**config.mk**
```make
export PLATFORM = sky130hd
export DESIGN_NAME = apic_win_decoder
export DESIGN_NICKNAME = d
export VERILOG_FILES = /design/src/rtl/apic_win_pkg.sv /design/src/rtl/apic_win_regs.sv /design/src/rtl/apic_win_cmp.sv /design/src/rtl/apic_win_decoder.sv
export SDC_FILE = /design/constraint.sdc
export NUM_CORES = 1
export LEC_CHECK = 0
export CAP_MARGIN = 5
export CORE_ASPECT_RATIO = 0.8
export CORE_UTILIZATION = 30
export DETAILED_ROUTE_END_ITERATION = 8
export PLACE_DENSITY = 0.68
export SYNTH_ARGS = -nofsm -noshare
export SYNTH_HDL_FRONTEND = slang
export SYNTH_HIERARCHICAL = 1
export SYNTH_SLANG_ARGS = --single-unit
export TNS_END_PERCENT = 5
```
**constraint.sdc**
```tcl
create_clock -name clk -period 4.6 [get_ports clk]
set_clock_uncertainty 0.2 [all_clocks]
set_input_delay 1.38 -clock clk [delete_from_list [all_inputs] [get_ports clk]]
set_output_delay 1.38 -clock clk [all_outputs]
set_load 0.03 [all_outputs]
```
**src/rtl/apic_win_pkg.sv**
```systemverilog
package apic_win_pkg;
    localparam int unsigned OFFS_W    = 12;
    localparam int unsigned DATA_W    = 16;
    localparam int unsigned ADDR_W    = 32;
    localparam int unsigned FIELD_W   = 11;
    localparam int unsigned FIELD_LSB = 1;
    localparam int unsigned GRAN_LSB  = 8;
    localparam logic [OFFS_W-1:0] BASE_OFFS  = 12'h140;
    localparam logic [OFFS_W-1:0] LIMIT_OFFS = 12'h142;
    localparam int unsigned HI_W = ADDR_W - GRAN_LSB - FIELD_W - 1;
    localparam logic [HI_W-1:0] FIXED_HI = 12'hFEC;

    typedef enum logic [1:0] {
        SEL_NONE  = 2'd0,
        SEL_BASE  = 2'd1,
        SEL_LIMIT = 2'd2
    } cfg_sel_e;
endpackage

```
**src/rtl/apic_win_regs.sv**
```systemverilog
module apic_win_regs
    import apic_win_pkg::*;
(
    input  logic                clk,
    input  logic                rst_n,
    input  logic                wr_en,
    input  logic [OFFS_W-1:0]   cfg_offs,
    input  logic [DATA_W-1:0]   wr_data,
    input  logic                rd_en,
    output logic [DATA_W-1:0]   rd_data,
    output logic [FIELD_W-1:0]  base_fld,
    output logic [FIELD_W-1:0]  lim_fld,
    output logic                win_en
);
    localparam int unsigned RSV_W = DATA_W - FIELD_W - FIELD_LSB;

    cfg_sel_e sel;

    always_comb begin
        unique case (cfg_offs)
            BASE_OFFS:  sel = SEL_BASE;
            LIMIT_OFFS: sel = SEL_LIMIT;
            default:    sel = SEL_NONE;
        endcase
    end

    always_ff @(posedge clk) begin
        if (!rst_n) begin
            base_fld <= '0;
            lim_fld  <= '0;
            win_en   <= 1'b0;
        end else if (wr_en) begin
            if (sel == SEL_BASE) begin
                base_fld <= wr_data[FIELD_LSB +: FIELD_W];
                win_en   <= wr_data[0];
            end
            if (sel == SEL_LIMIT) begin
                lim_fld <= wr_data[FIELD_LSB +: FIELD_W];
            end
        end
    end

    always_comb begin
        rd_data = '0;
        if (rd_en) begin
            unique case (sel)
                SEL_BASE:  rd_data = {{RSV_W{1'b0}}, base_fld, win_en};
                SEL_LIMIT: rd_data = {{RSV_W{1'b0}}, lim_fld, 1'b0};
                default:   rd_data = '0;
            endcase
        end
    end


    base_wr_chk: assert property (@(posedge clk) disable iff (!rst_n)
        (wr_en && cfg_offs == BASE_OFFS) |=>
        (base_fld == $past(wr_data[FIELD_LSB +: FIELD_W]) && win_en == $past(wr_data[0])));


    other_wr_chk: assert property (@(posedge clk) disable iff (!rst_n)
        (wr_en && cfg_offs != BASE_OFFS && cfg_offs != LIMIT_OFFS) |=>
        ($stable(base_fld) && $stable(lim_fld) && $stable(win_en)));


    rsv_hi_chk: assert property (@(posedge clk) disable iff (!rst_n)
        rd_data[DATA_W-1 -: RSV_W] == '0);


    idle_rd_chk: assert property (@(posedge clk) disable iff (!rst_n)
        !rd_en |-> rd_data == '0);
endmodule

```
**src/rtl/apic_win_cmp.sv**
```systemverilog
module apic_win_cmp
    import apic_win_pkg::*;
(
    input  logic                clk,
    input  logic                rst_n,
    input  logic [FIELD_W-1:0]  base_fld,
    input  logic [FIELD_W-1:0]  lim_fld,
    input  logic                win_en,
    input  logic [ADDR_W-1:0]   mem_addr,
    output logic                win_hit
);
    localparam int unsigned CMP_W = ADDR_W - GRAN_LSB;

    logic [CMP_W-1:0] lo_bound;
    logic [CMP_W-1:0] hi_bound;
    logic [CMP_W-1:0] probe;

    always_comb begin
        lo_bound = {FIXED_HI, base_fld, 1'b0};
        hi_bound = {FIXED_HI, lim_fld, 1'b1};
        probe    = mem_addr[ADDR_W-1:GRAN_LSB];
        win_hit  = win_en && (probe >= lo_bound) && (probe <= hi_bound);
    end


    hit_needs_en_chk: assert property (@(posedge clk) disable iff (!rst_n)
        win_hit |-> win_en);


    hit_hi_chk: assert property (@(posedge clk) disable iff (!rst_n)
        win_hit |-> mem_addr[ADDR_W-1 -: HI_W] == FIXED_HI);


    empty_win_chk: assert property (@(posedge clk) disable iff (!rst_n)
        (base_fld > lim_fld) |-> !win_hit);
endmodule

```
**src/rtl/apic_win_decoder.sv**
```systemverilog
module apic_win_decoder
    import apic_win_pkg::*;
(
    input  logic                clk,
    input  logic                rst_n,
    input  logic                wr_en,
    input  logic [OFFS_W-1:0]   cfg_offs,
    input  logic [DATA_W-1:0]   wr_data,
    input  logic                rd_en,
    input  logic [ADDR_W-1:0]   mem_addr,
    output logic [DATA_W-1:0]   rd_data,
    output logic                win_hit
);
    logic [FIELD_W-1:0] base_fld;
    logic [FIELD_W-1:0] lim_fld;
    logic               win_en;

    apic_win_regs u_regs (
        .clk      (clk),
        .rst_n    (rst_n),
        .wr_en    (wr_en),
        .cfg_offs (cfg_offs),
        .wr_data  (wr_data),
        .rd_en    (rd_en),
        .rd_data  (rd_data),
        .base_fld (base_fld),
        .lim_fld  (lim_fld),
        .win_en   (win_en)
    );

    apic_win_cmp u_cmp (
        .clk      (clk),
        .rst_n    (rst_n),
        .base_fld (base_fld),
        .lim_fld  (lim_fld),
        .win_en   (win_en),
        .mem_addr (mem_addr),
        .win_hit  (win_hit)
    );


    rst_quiet_chk: assert property (@(posedge clk)
        $past(!rst_n) |-> !win_hit);
endmodule

```
Yosys cells after proc, flatten, opt, wreduce, memory -nomap -nowiden

Index checks and enable logic that the tools add are counted.

Bits in registers: 23
Bits of input ports: 64

Equality and inequality tests: 4
Mux-type cells: 3
Reductions and logical operators: 4
Order comparisons: 2

Operators by type and width:

| cell                | count |
|---|---|
| $eq 12x9->1 const B | 2 |
| $ge 24x24->1        | 1 |
| $le 24x24->1        | 1 |
| $pmux 12 s2         | 1 |
| $mux 16             | 1 |
| $pmux 2 s2          | 1 |
| $reduce_and 2->1    | 2 |
| $eq 2x1->1 const B  | 1 |
| $eq 2x2->1 const B  | 1 |
| $logic_and 1x1->1   | 2 |

Longest topological paths before layout

Gate-level depths: netlist (run 1).

Depth in word-level cells: 5
Depth in mapped cells: 7
Depth with buffers taken out: 7

Hierarchy

The synthesis (run 1) kept the hierarchy.

By module, submodules not included:

| module        | cells each | area an instance (µm²) | instances |
|---|---|---|---|
| apic_win_regs | 149        | 1375.1                 | 1 |
| apic_win_cmp  | 85         | 611.8                  | 1 |

Worst setup path after synthesis (run 1)

No wires, ideal clock.

Path type: input -> output
Start: input mem_addr[17]
End: output win_hit
Arrival: 3.110 ns
Required time: 3.020 ns
Stages on the path: 6
Path slack: -0.090 ns
Cells stage by stage: ha_1 > a21o_1 > a21o_1 > a2111oi_0 > o221ai_1 > a221oi_2

Longest elaborated chain between the ends: 3
Elaborated cells on any way between the ends: 4

RTL lines:

| element             | RTL line               | source |
|---|---|---|
| from (decl)         | apic_win_decoder.sv:10 | `input logic [ADDR_W-1:0] mem_addr,` |
| $ge 24x24->1        | apic_win_cmp.sv:22     | `win_hit = win_en && (probe >= lo_bound) && (probe <= hi_bound);` |
| $logic_and 1x1->1   | apic_win_cmp.sv:22     |  |
| $logic_and 1x1->1 * | apic_win_cmp.sv:22     |  |
| to (decl)           | apic_win_decoder.sv:12 | `output logic win_hit` |

Every way passes the cells marked *; elsewhere a longest branch is shown, timed or not.

Worst setup path after layout (run 1)

Same ends and word-level chain as after synthesis.

==> qor.yml, run 1 <==
synth_cell_types: 36
place_hpwl_um: 4040
rsz0062_at_grt: "yes"
initial_core_util: 0.312
yosys_most_used_dff: "dfxtp_1"
drv_slew: 0
clock_latency_ps: 270
hold_viol_final: 0
die_x_um: 93.0
cp-start-kind: "input pin"
worstSetupEndpointType: "output pin"
violations: "negative setup slack"
max_slew_margin: 0.309
synth_area_leaders: "dfxtp_1, ha_1, a21bo_1"
avgSynthCellArea_um2: 8.49
routedWlPerCell_um: 13.2
dieHeight_um: 74.8
power_w: 0.000435
fin_util: 0.487
synth_compound_area_frac: 0.314
grtUsageTotal: 0.156
clk_pin_slew_ps: 80
path_delay_family: "simple AND/OR/NAND/NOR gates"
synth-simple-area-share: 0.181
cp_cell_sequence: "buf_8, ha_4, nand4_1, or4_4, or3_4, a221oi_4, buf_6"
cts_buffer_depth: 2
fin_crit_ps: 4710
worst_pin_slew_ps: 1030
grt_pass1_wl_um: 8680
p_leak_nw: 1.13
cts_tree: "done"
drc: 0
root_buffer: "clkbuf_8"
design_area_um2: 3100
syn-instance-count: 234
ir_worst_vdd_mv: 0.0819
synth_edf_count: 0
synth_area_leader_cell: "dfxtp_1"
setup_viol: 1
grt_overflow: 0
grt_pass1_vias: 1910
status: "finished with violations"
drv_cap: 0
placed_area_um2: 2810
setup_slack_ps: -110
wirelength_um: 5280
critical-path-slowest-cell: "or4_4"
antenna_found_initial: 0
path_buf_inv: 2
synth_area_um2: 1990
grt_max_degree: 47
gp_congestion: 0.737
core_area_um2: 6380
async_reset_ff_frac: 0
hp-class: "reg -> reg"
area_growth_pct: 56.2
power_density_nw_per_um2: 140
io_pins: 81
max_freq_mhz: 212
cts.sinks: 23
whs_ps: 403
synthAdderAreaFrac: 0.151
vias: 1946
drt_first_iter_violations: 106
seq_area_frac_synth: 0.232
io_buffers: 64
ant_nets: 0
htree_levels: 1
via_per_inst: 4.88
synth_seq_cells: 23
synth_top_family_by_area: "compound AO/OA/AOI/OAI gates"
required_ps: 3020
criticalPathCategory: "in -> out"
synth_xor_area_frac: 0
critPathArrivalTime_ps: 3130
drive_gt1_frac: 0.343
yosys_warnings: 6
critPathMaxStageDelay_ps: 490
die-area_um2: 6950
cts_buffers: 3
yosysTopAreaCellShare: 0.232
finalCritPeriodShare: 1.02
final_nets: 404
diodes: 0
rows: 26
synth_mux_area_frac: 0
crit_path_max_fanout: 2
first_pass_iters: 4
[cell usage in the layout (no fill, tap or decap), types with 2 or more instances in the layout]
master,instances
conb_1,4
inv_1,23
ha_4,6
buf_6,15
buf_4,29
nor2_4,2
nor4b_4,2
ha_1,16
a21bo_1,17
nor2_2,7
nand3_1,28
nand4_1,6
dfxtp_1,23
clkdlybuf4s50_1,26
and3_1,2
buf_12,2
dlygate4sd2_1,20
a21bo_2,6
nor2_1,7
a22oi_1,10
a21oi_1,9
a21o_1,4
nand2_1,4
clkbuf_8,3
ha_2,2
a21oi_2,20
[worst paths after layout]
check / to / depth (start not counted) / start / slack (ps)
worst max-delay path: win_hit / 7 / mem_addr[17] / -110
worst min-delay path: u_regs/base_fld[3] / 2 / u_regs/base_fld[3] / 400
worst max register to register: u_regs/lim_fld[6] / 2 / u_regs/lim_fld[6] / 3590
worst min register to register: u_regs/base_fld[3] / 2 / u_regs/base_fld[3] / 400
[cell usage after synthesis (2+ instances only)]
| library cell | count |
|---|---|
| buf_6 | 3 |
| a211oi_1 | 2 |
| o21ai_0 | 2 |
| and3_1 | 2 |
| a21oi_2 | 17 |
| nand4_1 | 6 |
| a22oi_1 | 11 |
| dfxtp_1 | 23 |
| nor4b_2 | 2 |
| a21o_1 | 4 |
| a21bo_2 | 6 |
| a21bo_1 | 17 |
| inv_1 | 23 |
| buf_2 | 8 |
| nand2b_1 | 2 |
| nand3_1 | 28 |
| buf_4 | 6 |
| nor2_1 | 16 |
| buf_8 | 2 |
| nand2_1 | 4 |
| a21oi_1 | 12 |
| ha_1 | 24 |
[metal layers]
metal / GRT usage / wire length (µm) / up-vias
met5: 0 / 0 / -
met4: 0.0205 / 21 / 0
met3: 0.0273 / 198 / 5
met2: 0.278 / 2630 / 40
met1: 0.205 / 2430 / 909
li1: - / - / 992
[timing repair]
| action | CTS | global route |
|---|---|---|
| buffers inserted | 3 | 0 |
| pin swaps | 24 | 6 |
| endpoints found under the setup margin | 13 | 13 |
| resized for setup | 86 | 4 |
| hold buffers | 0 | 0 |
[worst min-delay path: cells and delay by family (launching register included)]
family	cells	cell delay, ps
DFF	1	330
AOI/OAI and AO/OA	2	230
[area by class of cell]
class	instances	area (µm²)
Clock inverter	1	5.00
Multi-Input combinational cell	171	1520
Sequential cell	23	460
Fill cell	633	3270
Timing Repair Buffer	94	890
Clock buffer	3	41.3
Tap cell	84	105
Inverter	23	86.3
[registers in the layout, summed over array words and instances, names as in the netlist]
signal and flops:
u_regs/base_fld 11, u_regs/lim_fld 11, u_regs/win_en 1
[where the power goes]
group | switching, W | internal [W]
logic | 0.0000476 | 0.0000606
registers | 0.0000000172 | 0.000199
clock network | 0.0000671 | 0.0000605
[through the flow]
step                std cells  TNS (ps)  worst slack [ps]
finish                    399      -110              -110
global route              399      -402              -161
CTS                       399      -112              -112
detailed placement        392     -3270              -542
global placement          392     -2870              -523
floorplan                 237         0              5.98
[kinds of logic after synthesis]
family          after synthesis
other cells                   1
flops                        23
buf+inv                      43
compound gates               76
simple gates                 67
fa+ha+maj                    24
Note: power is estimated with default switching activity, not from simulation.
==> run 2: changes to the inputs <==
- TNS_END_PERCENT: 5 -> 10
==> results of run 2 <==
No change in the layout: final DEF, timing and power equal those of run 1.
==> run 3: changes to the inputs <==
- ABC_CLOCK_PERIOD_IN_PS: unset -> 4600
- CORE_MARGIN: unset -> 2
==> qor.yml, run 3 (synthesis results as in run 1) <==
diodes: 0  # unchanged
worstSetupEndpointType: "output pin"
netSwitchingFraction: 0.270  # +0.00591
place_hpwl_um: 4110  # +1.9%
io_buffers: 64  # unchanged
cp-start-kind: "input pin"
clock_latency_ps: 270  # about the same
grt_overflow: 0  # unchanged
drt_first_iter_violations: 57  # -46%
grt_pass1_vias: 1954  # +2.3%
seqCellArea_um2: 460  # unchanged
via_per_inst: 4.86  # -0.35%
die-area_um2: 7290  # +4.9%
combinationalPowerShare: 0.251  # +0.002
multi_input_area_um2: 1570  # +3.5%
rows: 26  # unchanged
dieHeight_um: 76.8  # +2.7%
hold_viol_final: 0  # unchanged
wirelength_um: 5760  # +9.1%
drc: 0  # unchanged
worst_pin_slew_ps: 1050  # +11.2 ps
placed_area_um2: 2800  # -0.18%
setup_viol: 1  # unchanged
violations: "negative setup slack"
cts.sinks: 23  # unchanged
final_common_cell: "buf_4"
power.switching_w: 0.000118  # +3.1%
critPathArrivalTime_ps: 3050  # -80 ps
p_leak_nw: 1.19  # +5.0%
grtUsageTotal: 0.158  # +0.00251
area_growth_pct: 61.8
power_density_nw_per_um2: 136  # -2.7%
die_x_um: 95.0  # +2.2%
routedWlPerCell_um: 14.1  # +6.9%
initial_core_util: 0.310  # -0.00158
cts_tree: "done"
required_ps: 3020  # about the same
cts_buffer_depth: 2  # unchanged
cts_buffers: 3  # unchanged
p_int_w: 0.000320  # about the same
fin_crit_ps: 4630  # -84.0 ps
place_ws_ps: -536  # +5.16 ps
drv_cap: 0  # unchanged
status: "finished with violations"
criticalPathCategory: "in -> out"
drive_gt1_frac: 0.375  # +0.0318
htree_levels: 1  # unchanged
rsz0062_at_grt: "yes"
gp_congestion: 0.814  # +10%
finalCritPeriodShare: 1.01  # -0.0183
crit_path_max_fanout: 2  # unchanged
setup_slack_ps: -26.5  # +84.0 ps
power_w: 0.000438  # +0.80%
vias: 1978  # +1.6%
drv_slew: 0  # unchanged
pwr-share-seq: 0.454  # -0.003
root_buffer: "clkbuf_8"
layout_common_cells: "buf_4, nand3_1, clkdlybuf4s50_1, inv_1, dfxtp_1"
hp-class: "reg -> reg"
grt_max_degree: 47  # unchanged
whs_ps: 407  # +3.53 ps
clk_pin_slew_ps: 90  # about the same
max_freq_mhz: 216  # +1.8%
io_pins: 81  # unchanged
antenna_found_initial: 0  # unchanged
grt_pass1_wl_um: 9290  # +7.1%
largest_registers: "u_regs/base_fld x11, u_regs/lim_fld x11, u_regs/win_en x1"
first_pass_iters: 4  # unchanged
core_area_um2: 6410  # +0.51%
ir_worst_vdd_mv: 0.106  # +29%
ant_nets: 0  # unchanged
fill_cells: 600  # -5.2%
design_area_um2: 3210  # +3.5%
cts_hold_buffers: 0  # unchanged
final_nets: 412  # +2.0%
p_clk_frac: 0.295  # about the same
max_slew_margin: 0.302  # -0.00746
run 3: cell types whose count changed in the layout (fill, tap and decap cells not counted), sizes merged:
cell	delta
clkbuf	+3
clkdlybuf4s50	-2
buf	+7
clkdlybuf4s15	+4
dlygate4sd2	-5
bufbuf	+1
run 3: worst paths after layout:
path	from	to	slack, ps	depth (start not counted)
worst max-delay path	mem_addr[17]	win_hit	-30	7
worst min-delay path	u_regs/base_fld[6]	u_regs/base_fld[6]	410	2
worst max register to register	u_regs/base_fld[2]	u_regs/base_fld[2]	3560	2
worst min register to register	u_regs/base_fld[6]	u_regs/base_fld[6]	410	2
run 3: final cells by class:
cell class | instances | area share
inverters | 23 | 0.0269
flip-flops and latches | 23 | 0.143
clock inverters | 1 | 0.00156
well taps | 84 | 0.0327
clock buffers | 3 | 0.0128
repair buffers | 102 | 0.295
multi-input cells | 171 | 0.488
run 3: critical path, cell delays in order:
cell and delay (ps):
buf_8 100, ha_4 250, nand4_1 90, or4_4 430, or3_4 350, a221oi_4 270
buf_6 170
run 3: what timing repair did:
| item | in CTS | in global routing |
|---|---|---|
| endpoints found under the setup margin | 13 | 13 |
| resized for setup | 89 | 11 |
| pin swaps | 33 | 15 |
| gates cloned | 2 | 0 |
| setup buffers | 6 | 2 |
run 3: power by group through the flow:
stage / clock network, W / logic, W / registers (W)
3_5_place_dp: 0 / 0.000101 / 0.000204
6_report: 0.000129 / 0.000110 / 0.000199
4_1_cts: 0.000135 / 0.000108 / 0.000199
3_3_place_gp: 0 / 0.0000995 / 0.000204
5_1_grt: 0.000140 / 0.000120 / 0.000199
2_1_floorplan: 0 / 0.0000423 / 0.000204
run 3: routing by layer:
metal,track usage,wire length (µm)
met5,0,0
met4,0.0217,10
met3,0.0275,224
met1,0.208,2610
met2,0.275,2920
run 3: through the flow:
stage / TNS (ps) / instances / util
final: -26.5 / 407 / 0.502
after global routing: -436 / 407 / 0.502
after CTS: -105 / 405 / 0.498
after detailed placement: -3540 / 393 / 0.438
after global placement: -3100 / 393 / 0.438
after floorplan: 0 / 237 / -
